### src/rtl/cdma_pkg.sv
package cdma_pkg;

    localparam int CART_OFF_W = 26;

    localparam logic [31:0] SRAM_LO = 32'h0800_0000;
    localparam logic [31:0] SRAM_HI = 32'h0801_0000;
    localparam logic [31:0] ROM_LO  = 32'h1000_0000;  // low 26 bits are zero
    localparam logic [31:0] HIGH_LO = 32'h1FC0_0000;

    typedef enum logic [2:0] {
        RS_CART    = 3'd0,
        RS_DRAM    = 3'd1,
        RS_LEN_OUT = 3'd2,
        RS_LEN_IN  = 3'd3,
        RS_CLEAR   = 3'd4
    } reg_sel_e;

    typedef enum logic [1:0] {
        P_NONE   = 2'd0,
        P_SRAM   = 2'd1,
        P_ROM    = 2'd2,
        P_REJECT = 2'd3
    } path_e;

    typedef struct packed {
        path_e                  path;
        logic                   to_dram;
        logic [CART_OFF_W-1:0]  cart_off;
        logic [31:0]            dram_base;
        logic [31:0]            nbytes;
        logic [31:0]            delay;
        logic [1:0]             stat;
    } plan_t;

    function automatic plan_t make_plan(
        input logic        to_dram,
        input logic [31:0] cart,
        input logic [31:0] dram,
        input logic [31:0] len_w,
        input logic [31:0] rom_bytes,
        input logic [31:0] dram_limit,
        input logic [31:0] fixed_dly
    );
        plan_t       p;
        logic [32:0] n;
        logic [32:0] off;
        n = {9'd0, len_w[23:0]} + 33'd1;
        p.path      = P_NONE;
        p.to_dram   = to_dram;
        p.cart_off  = '0;
        p.dram_base = dram;
        p.nbytes    = '0;
        p.delay     = fixed_dly;
        p.stat      = 2'b01;
        if (cart >= SRAM_LO && cart < SRAM_HI) begin
            p.path     = P_SRAM;
            p.cart_off = cart[CART_OFF_W-1:0] - SRAM_LO[CART_OFF_W-1:0];
            p.nbytes   = n[31:0];
        end else if (to_dram && cart >= ROM_LO && cart < HIGH_LO) begin
            off    = {7'd0, cart[CART_OFF_W-1:0]};
            p.stat = 2'b11;
            if (off + n > {1'b0, rom_bytes})
                n = {1'b0, rom_bytes} - off;
            if ({1'b0, dram} + n > {1'b0, dram_limit})
                n = {1'b0, dram_limit} - {1'b0, dram};
            if (off > {1'b0, rom_bytes} || dram > dram_limit) begin
                p.path  = P_REJECT;
                p.delay = '0;
            end else begin
                p.path     = P_ROM;
                p.cart_off = off[CART_OFF_W-1:0];
                p.nbytes   = n[31:0];
                p.delay    = {3'd0, n[31:3]};
            end
        end
        return p;
    endfunction

endpackage

### src/rtl/cdma_decode.sv
module cdma_decode
    import cdma_pkg::*;
#(
    parameter logic [31:0] ROM_BYTES   = 32'h0100_0000,
    parameter logic [31:0] DRAM_LIMIT  = 32'h007F_FFFF,
    parameter logic [31:0] FIXED_DELAY = 32'd4096
) (
    input  logic        to_dram,
    input  logic [31:0] cart_addr,
    input  logic [31:0] dram_addr,
    input  logic [31:0] len_word,
    output plan_t       plan
);
    always_comb begin
        plan = make_plan(to_dram, cart_addr, dram_addr, len_word,
                         ROM_BYTES, DRAM_LIMIT, FIXED_DELAY);
    end
endmodule

### src/rtl/cdma_mover.sv
module cdma_mover
    import cdma_pkg::*;
#(
    parameter int DRAM_AW = 23,
    parameter int SRAM_AW = 15
) (
    input  logic                  clk,
    input  logic                  rst,
    input  logic                  start,
    input  logic                  to_dram_i,
    input  logic                  rom_i,
    input  logic [CART_OFF_W-1:0] off_i,
    input  logic [DRAM_AW-1:0]    dram_i,
    input  logic [31:0]           nbytes_i,
    output logic                  active_o,
    output logic                  last_o,
    output logic                  dram_en,
    output logic                  dram_we,
    output logic [DRAM_AW-1:0]    dram_addr,
    output logic [7:0]            dram_wdata,
    input  logic [7:0]            dram_rdata,
    output logic                  cart_en,
    output logic                  cart_we,
    output logic                  cart_rom,
    output logic [CART_OFF_W-1:0] cart_addr,
    output logic [7:0]            cart_wdata,
    input  logic [7:0]            cart_rdata
);
    localparam logic [DRAM_AW-1:0]    DLANE = DRAM_AW'(3);
    localparam logic [CART_OFF_W-1:0] CLANE = CART_OFF_W'(3);

    logic                  active;
    logic                  dir_in;
    logic                  rom_q;
    logic [31:0]           rem;
    logic [CART_OFF_W-1:0] coff;
    logic [DRAM_AW-1:0]    dcur;
    logic [CART_OFF_W-1:0] cart_lin;

    always_ff @(posedge clk) begin
        if (rst) begin
            active <= 1'b0;
            dir_in <= 1'b0;
            rom_q  <= 1'b0;
            rem    <= '0;
            coff   <= '0;
            dcur   <= '0;
        end else if (start) begin
            active <= 1'b1;
            dir_in <= to_dram_i;
            rom_q  <= rom_i;
            rem    <= nbytes_i;
            coff   <= off_i;
            dcur   <= dram_i;
        end else if (active) begin
            rem  <= rem - 32'd1;
            coff <= coff + CART_OFF_W'(1);
            dcur <= dcur + DRAM_AW'(1);
            if (rem == 32'd1)
                active <= 1'b0;
        end
    end

    generate
        if (SRAM_AW < CART_OFF_W) begin : g_sram_narrow
            assign cart_lin = rom_q ? coff
                                    : {{(CART_OFF_W-SRAM_AW){1'b0}}, coff[SRAM_AW-1:0]};
        end else begin : g_sram_full
            assign cart_lin = coff;
        end
    endgenerate

    assign active_o   = active;
    assign last_o     = active && (rem == 32'd1);
    assign dram_en    = active;
    assign dram_we    = active && dir_in;
    assign dram_addr  = dcur ^ DLANE;
    assign dram_wdata = cart_rdata;
    assign cart_en    = active;
    assign cart_we    = active && !dir_in;
    assign cart_rom   = active && rom_q;
    assign cart_addr  = cart_lin ^ CLANE;
    assign cart_wdata = dram_rdata;

    AST_START_IDLE: assert property (@(posedge clk) disable iff (rst)
        start |-> !active);
    AST_LAST_STOPS: assert property (@(posedge clk) disable iff (rst)
        last_o |=> !active);
    AST_DRAM_STEP: assert property (@(posedge clk) disable iff (rst)
        (active && rem > 32'd1) |=> (dram_addr == ((($past(dram_addr) ^ DLANE) + DRAM_AW'(1)) ^ DLANE)));
    AST_ROM_STEP: assert property (@(posedge clk) disable iff (rst)
        (active && rom_q && rem > 32'd1) |=> (cart_addr == ((($past(cart_addr) ^ CLANE) + CART_OFF_W'(1)) ^ CLANE)));
endmodule

### src/rtl/cdma_timer.sv
module cdma_timer (
    input  logic        clk,
    input  logic        rst,
    input  logic        load,
    input  logic [31:0] delay,
    input  logic [1:0]  stat_in,
    input  logic        clear,
    output logic        active_o,
    output logic        irq,
    output logic [1:0]  status
);
    logic        active;
    logic [31:0] cnt;
    logic        fire;

    assign fire     = active && (cnt == 32'd0);
    assign active_o = active;

    always_ff @(posedge clk) begin
        if (rst) begin
            active <= 1'b0;
            cnt    <= '0;
            irq    <= 1'b0;
            status <= 2'b00;
        end else begin
            if (load) begin
                active <= 1'b1;
                cnt    <= delay;
            end else if (fire) begin
                active <= 1'b0;
            end else if (active) begin
                cnt <= cnt - 32'd1;
            end
            status <= (clear ? 2'b00 : status) | (load ? stat_in : 2'b00);
            if (fire)
                irq <= 1'b1;
            else if (clear)
                irq <= 1'b0;
        end
    end

    AST_IRQ_ON_FIRE: assert property (@(posedge clk) disable iff (rst)
        fire |=> irq);
    AST_CLEAR_DROPS: assert property (@(posedge clk) disable iff (rst)
        (clear && !fire) |=> !irq);
    AST_LOAD_IDLE: assert property (@(posedge clk) disable iff (rst)
        load |-> !active);
    AST_STATUS_SET: assert property (@(posedge clk) disable iff (rst)
        load |=> ((status & $past(stat_in)) == $past(stat_in)));
endmodule

### src/rtl/cart_dma.sv
module cart_dma
    import cdma_pkg::*;
#(
    parameter int          DRAM_AW     = 23,
    parameter int          SRAM_AW     = 15,
    parameter logic [31:0] ROM_BYTES   = 32'h0100_0000,
    parameter logic [31:0] FIXED_DELAY = 32'd4096
) (
    input  logic                  clk,
    input  logic                  rst,
    input  logic                  reg_we,
    input  logic [2:0]            reg_sel,
    input  logic [31:0]           reg_wdata,
    output logic                  busy,
    output logic [1:0]            status,
    output logic                  irq,
    output logic                  dram_en,
    output logic                  dram_we,
    output logic [DRAM_AW-1:0]    dram_addr,
    output logic [7:0]            dram_wdata,
    input  logic [7:0]            dram_rdata,
    output logic                  cart_en,
    output logic                  cart_we,
    output logic                  cart_rom,
    output logic [CART_OFF_W-1:0] cart_addr,
    output logic [7:0]            cart_wdata,
    input  logic [7:0]            cart_rdata
);
    localparam logic [31:0] DRAM_LIMIT = (32'd1 << DRAM_AW) - 32'd1;

    logic [31:0] cart_q;
    logic [31:0] dram_q;
    logic [31:0] pend_delay;
    logic [1:0]  pend_stat;
    logic        len_wr;
    logic        to_dram;
    logic        start_ok;
    logic        mv_start;
    logic        mv_active;
    logic        mv_last;
    logic        tm_active;
    logic        tm_load;
    logic        clr;
    plan_t       plan;
    logic        plan_unused;

    assign len_wr   = reg_we && (reg_sel == RS_LEN_OUT || reg_sel == RS_LEN_IN);
    assign to_dram  = (reg_sel == RS_LEN_IN);
    assign start_ok = len_wr && !busy;
    assign mv_start = start_ok && (plan.nbytes != 32'd0);
    assign tm_load  = (start_ok && plan.nbytes == 32'd0) || mv_last;
    assign clr      = reg_we && (reg_sel == RS_CLEAR);
    assign busy     = mv_active || tm_active;
    assign plan_unused = ^plan.dram_base[31:DRAM_AW];

    always_ff @(posedge clk) begin
        if (rst) begin
            cart_q     <= '0;
            dram_q     <= '0;
            pend_delay <= '0;
            pend_stat  <= 2'b00;
        end else begin
            if (reg_we && reg_sel == RS_CART) cart_q <= reg_wdata;
            if (reg_we && reg_sel == RS_DRAM) dram_q <= reg_wdata;
            if (start_ok) begin
                pend_delay <= plan.delay;
                pend_stat  <= plan.stat;
            end
        end
    end

    cdma_decode #(
        .ROM_BYTES  (ROM_BYTES),
        .DRAM_LIMIT (DRAM_LIMIT),
        .FIXED_DELAY(FIXED_DELAY)
    ) u_decode (
        .to_dram  (to_dram),
        .cart_addr(cart_q),
        .dram_addr(dram_q),
        .len_word (reg_wdata),
        .plan     (plan)
    );

    cdma_mover #(
        .DRAM_AW(DRAM_AW),
        .SRAM_AW(SRAM_AW)
    ) u_mover (
        .clk       (clk),
        .rst       (rst),
        .start     (mv_start),
        .to_dram_i (plan.to_dram),
        .rom_i     (plan.path == P_ROM),
        .off_i     (plan.cart_off),
        .dram_i    (plan.dram_base[DRAM_AW-1:0]),
        .nbytes_i  (plan.nbytes),
        .active_o  (mv_active),
        .last_o    (mv_last),
        .dram_en   (dram_en),
        .dram_we   (dram_we),
        .dram_addr (dram_addr),
        .dram_wdata(dram_wdata),
        .dram_rdata(dram_rdata),
        .cart_en   (cart_en),
        .cart_we   (cart_we),
        .cart_rom  (cart_rom),
        .cart_addr (cart_addr),
        .cart_wdata(cart_wdata),
        .cart_rdata(cart_rdata)
    );

    cdma_timer u_timer (
        .clk     (clk),
        .rst     (rst),
        .load    (tm_load),
        .delay   (mv_last ? pend_delay : plan.delay),
        .stat_in (mv_last ? pend_stat  : plan.stat),
        .clear   (clr),
        .active_o(tm_active),
        .irq     (irq),
        .status  (status)
    );

    AST_ROM_END: assert property (@(posedge clk) disable iff (rst)
        (cart_en && cart_rom) |-> ({{(32-CART_OFF_W){1'b0}}, cart_addr ^ CART_OFF_W'(3)} < ROM_BYTES));
    AST_DRAM_END: assert property (@(posedge clk) disable iff (rst)
        (dram_en && cart_rom) |-> ({{(32-DRAM_AW){1'b0}}, dram_addr ^ DRAM_AW'(3)} < DRAM_LIMIT));
    AST_ONE_DIR: assert property (@(posedge clk) disable iff (rst)
        dram_en |-> (dram_we != cart_we));
endmodule

### config.mk
export PLATFORM = sky130hd
export DESIGN_NAME = cart_dma
export DESIGN_NICKNAME = d
export VERILOG_FILES = /design/src/rtl/cdma_pkg.sv /design/src/rtl/cdma_decode.sv /design/src/rtl/cdma_mover.sv /design/src/rtl/cdma_timer.sv /design/src/rtl/cart_dma.sv
export SDC_FILE = /design/constraint.sdc
export NUM_CORES = 1
export LEC_CHECK = 0
export ABC_CLOCK_PERIOD_IN_PS = 19000
export BUFFER_PORTS_ARGS = -buffer_cell sky130_fd_sc_hd__buf_4
export CAP_MARGIN = 20
export CORE_ASPECT_RATIO = 1.75
export CORE_MARGIN = 2
export CORE_UTILIZATION = 65
export CTS_CLUSTER_SIZE = 30
export DETAILED_ROUTE_END_ITERATION = 7
export PLACE_DENSITY = 0.85
export SLEW_MARGIN = 20
export SYNTH_ARGS = -nofsm -noshare
export SYNTH_HDL_FRONTEND = slang
export SYNTH_SLANG_ARGS = --single-unit
export TNS_END_PERCENT = 100
### constraint.sdc
create_clock -name clk -period 19 [get_ports clk]
set_input_delay 0 -clock clk [delete_from_list [all_inputs] [get_ports clk]]
set_output_delay 0 -clock clk [all_outputs]
set_load 0.01 [all_outputs]
==> out/results.md <==
| Stage | Result | This run |
|:---|:---|:---|
| setup path | CP endpoint kind | flip-flop |
| clock network | Library cell used as clock root buffer | sky130_fd_sc_hd__clkbuf_16 |
| setup path | Worst setup path category | in -> reg |
| clock network | Total number of clock tree sinks | 215 |
| detailed routing | Vias per cell | 6.86 |
| logic synthesis | Avg Cell Area, Syn | 7.34 um2 |
| sta | Endpoints failing hold | 0 |
| logic synthesis | Proportion of netlist area held by the largest area contributor | 26.6% |
| setup path | Arrival time reported for the critical path endpoint | 12.80 ns |
| sta | Slew at the pin closest to its max-slew limit | 1.05 ns |
| final layout | Proportion of layout cells with a drive suffix above 1 | 9.64% |
| sta | Final total negative setup slack | 0 ns |
| sta | Final period demand of the worst path | 12.34 ns |
| die | I/O Pins | 128 |
| placed design | Number of input and output port buffers inserted | 95 |
| setup path | Peak fanout along the critical path | 69 |
| logic synthesis | Ranking of synthesized cells by area | sky130_fd_sc_hd__dfxtp_1 27%, sky130_fd_sc_hd__nand2_1 7.4%, sky130_fd_sc_hd__a21oi_1 6.1%, sky130_fd_sc_hd__ha_1 5.4%, sky130_fd_sc_hd__nor2_1 4.7% |
| placed design | Gp weighted congestion | 1.12 |
| logic synthesis | Predominant post-synthesis flop cell | sky130_fd_sc_hd__dfxtp_1 |
| logic synthesis | Post-synthesis register bit count | 215 |
| setup path | Startpoint type of the worst setup path | input pin |
| global routing | Congestion Overflow GR | 0 |
| logic synthesis | Most area-hungry cell type in the Yosys netlist | sky130_fd_sc_hd__dfxtp_1 |
| placed design | Post-Place Cells | 2450 |
| final layout | Final cell count without fillers | 2523 |
| final layout | Total of fill cells in the finished design | 1938 |
| sta | Unrepaired setup endpoints after global routing | false |
| global routing | Number of antenna violations at the first check in global routing | 0 |
| detailed routing | Wire per inst | 24.0 um |
| logic synthesis | Yosys synthesis warning count | 0 |
| logic synthesis | Mapped Nets | 2328 |
| logic synthesis | Async set-reset flop share out of synthesis | 0% |
| sta | Final slew viol count | 0 |
| logic synthesis | Post-synth design cell area | 0.0162 mm2 |
| clock network | Clock latency at the later pin of the worst-skew pair | 0.53 ns |
| sta | F_max | 81.0 MHz |
| final layout | Area Growth Syn to Fin | 9.97% |
| final layout | Final layout net count | 2321 |
| die | X dimension of the die | 123 um |
| status | Run status | finished, final reports clean |
| hold path | Worst min path class | in -> out |
| detailed routing | Number of nets with antenna violations after detailed routing | 0 |
| clock network | Postcts setup bufs | 0 |
| clock network | Buffer depth of the longest clock path | 3 |
| logic synthesis | Cell variety after synth | 84 |
| die | Number of rows in the core area | 76 |
| global routing | Maximum number of pins on one net before global-route repair | 104 |
| logic synthesis | Sequential fraction of the synthesis area | 26.6% |
| die | Die footprint | 0.0262 mm2 |
| sta | Maximum clock skew at final layout | 0.0175 ns |
| power and ir drop | Lkg Pwr | 6.93 nW |
| global routing | Global-route wire length before repair | 92500 um |
| detailed routing | Pre-antenna DRT Iters | 8 |
| die | Vertical extent of the die | 213 um |
| setup path | Standard cell with the maximum stage delay on the critical path | sky130_fd_sc_hd__a2111oi_0 |
| detailed routing | DR iter-0 viols | 1847 |
| die | Initial Util | 65.9% |
| detailed routing | Vias | 17300 |
| setup path | Slowest stage delay, CP | 0.85 ns |
| placed design | Final HPWL DP | 44700 um |
| power and ir drop | Power density of the placed cells | 91.7 mW/mm2 |
| placed design | Worst slack at placement | 6.91 ns |
| sta | Period utilisation layout | 65.0% |
| clock network | Number of buffers inserted by hold repair at cts | 33 |
| logic synthesis | Leading cell type by number of instances after synthesis | sky130_fd_sc_hd__nand2_1 |
| clock network | Number of cells upsized or downsized after cts | 0 |
| sta | Worst relative slew slack | 28.5% |
| run | Max capacitance violation total | 0 |
| setup path | Most numerous cell on the critical path | sky130_fd_sc_hd__nor2_1 |
| sta | Least setup slack across all paths after layout | 6.66 ns |
| clock network | Clock input transition at the sequential cells of the worst setup and hold paths | 0.06 ns |
| setup path | Required arrival time at the worst endpoint | 19.45 ns |
| logic synthesis | Most frequent cells after synthesis | 320 x sky130_fd_sc_hd__nand2_1, 215 x sky130_fd_sc_hd__dfxtp_1, 202 x sky130_fd_sc_hd__nor2_1 |
| sta | Final count of negative-setup-slack endpoints | 0 |
| detailed routing | Final routed DRC violation total | 0 |
| global routing | Overall global routing resource usage | 46.0% |
| detailed routing | Overall routed net length | 60700 um |
| logic synthesis | Number of flops mapped to enable cells by yosys | 0 |
| die | Standard cell core area | 0.0245 mm2 |
| clock network | Number of levels the H-tree was split into | 1 |
| logic synthesis | Post-Synthesis Cells | 2202 |
| clock network | CTS tree | built |
| clock network | Number of buffers added by the clock tree synthesis step | 21 |
| global routing | Vias in the first global route | 16800 |
| power and ir drop | Worst VDD drop | 0.0000820 V |
==> state kept, by name (all words and copies together) (netlist names), 2 cells and up <==
name	flops
u_timer.cnt	32
dram_q	32
u_mover.rem	32
pend_stat	2
u_timer.status	2
cart_q	32
pend_delay	29
u_mover.dcur	23
u_mover.coff	26
==> area by class of cell <==
type	count	area (um2)	area share [%]
diodes	1	2.50	0.0141
repair buffers	155	1260	7.10
clock inverters	13	272	1.53
multi-input cells	1734	10700	60.3
flip-flops and latches	215	4310	24.2
well taps	312	390	2.20
clock buffers	25	571	3.21
inverters	68	255	1.44
==> metal layers <==
layer  vias up  global-route usage [%]  wire length (um)
met4         0                    37.0              6020
met5         -                       0                 0
met1      8079                    49.1             21100
met2      1001                    77.8             28800
li1       7886                       -                 -
met3       343                    8.07              4790
==> kinds of logic after synthesis <==
group	after synthesis	synth area share, %
AND/OR/NAND/NOR	898	26.2
AO/OA/AOI/OAI	584	23.8
buffers and inverters	253	7.51
flip-flops	215	26.6
XOR/XNOR	136	7.37
adder cells (fa/ha/maj)	72	5.67
multiplexers	44	2.89
==> power by group <==
group | internal (mW) | switching [mW] | total (mW)
registers | 0.485 | 0.0484 | 0.534
clock network | 0.324 | 0.192 | 0.516
logic | 0.220 | 0.359 | 0.580
total | 1.03 | 0.600 | 1.63
==> path summary, 6_finish.rpt <==
| kind | from | end | slack [ns] | cells past startpoint |
|---|---|---|---|---|
| setup / recovery | reg_wdata[0] | u_mover.coff[15]$_SDFFE_PP0P_ | 6.66 | 40 |
| setup reg to reg | cart_q[0]$_SDFFE_PP0P_ | u_mover.coff[15]$_SDFFE_PP0P_ | 8.11 | 31 |
| hold / removal | cart_rdata[1] | dram_wdata[1] | 0.000004 | 0 |
| hold reg to reg | cart_q[31]$_SDFFE_PP0P_ | cart_q[31]$_SDFFE_PP0P_ | 0.46 | 2 |
==> critical path: cells and delay by family <==
kind | cells | cell delay, ns
mux | 1 | 0.41
compound gates | 14 | 4.66
simple gates | 15 | 4.50
fa+ha+maj | 3 | 1.05
xor+xnor | 1 | 0.28
buf+inv | 6 | 1.81
==> cells in the final DEF (no fill, tap or decap), types with 20 or more instances in the layout <==
cell type                       instances
sky130_fd_sc_hd__xor2_1                56
sky130_fd_sc_hd__nand2_1              320
sky130_fd_sc_hd__a211oi_1              87
sky130_fd_sc_hd__inv_1                 68
sky130_fd_sc_hd__mux2i_1               25
sky130_fd_sc_hd__dfxtp_1              214
sky130_fd_sc_hd__and3_1                26
sky130_fd_sc_hd__ha_1                  70
sky130_fd_sc_hd__o21ai_0               86
sky130_fd_sc_hd__nor4_1                33
sky130_fd_sc_hd__or3_1                 20
sky130_fd_sc_hd__and2_1                27
sky130_fd_sc_hd__buf_4                120
sky130_fd_sc_hd__nand3_1               82
sky130_fd_sc_hd__nand4_1               39
sky130_fd_sc_hd__xnor2_1               80
sky130_fd_sc_hd__nor2_1               201
sky130_fd_sc_hd__dlygate4sd3_1         33
sky130_fd_sc_hd__clkbuf_16             21
sky130_fd_sc_hd__a21oi_1              197
sky130_fd_sc_hd__nor3_1                80
==> metrics by stage <==
stage               total power [mW]  util (%)  instance area [um2]  hold WS, ns
floorplan                      0.954         -                16200       0.0918
global placement                1.07      67.6                16600    0.0000686
detailed placement              1.09      67.6                16600    0.0000686
CTS                             1.61      72.4                17800    0.0000686
global route                    1.71      72.5                17800    0.0000155
finish                          1.63      72.5                17800   0.00000449
Power figures use the tool's default switching activity.
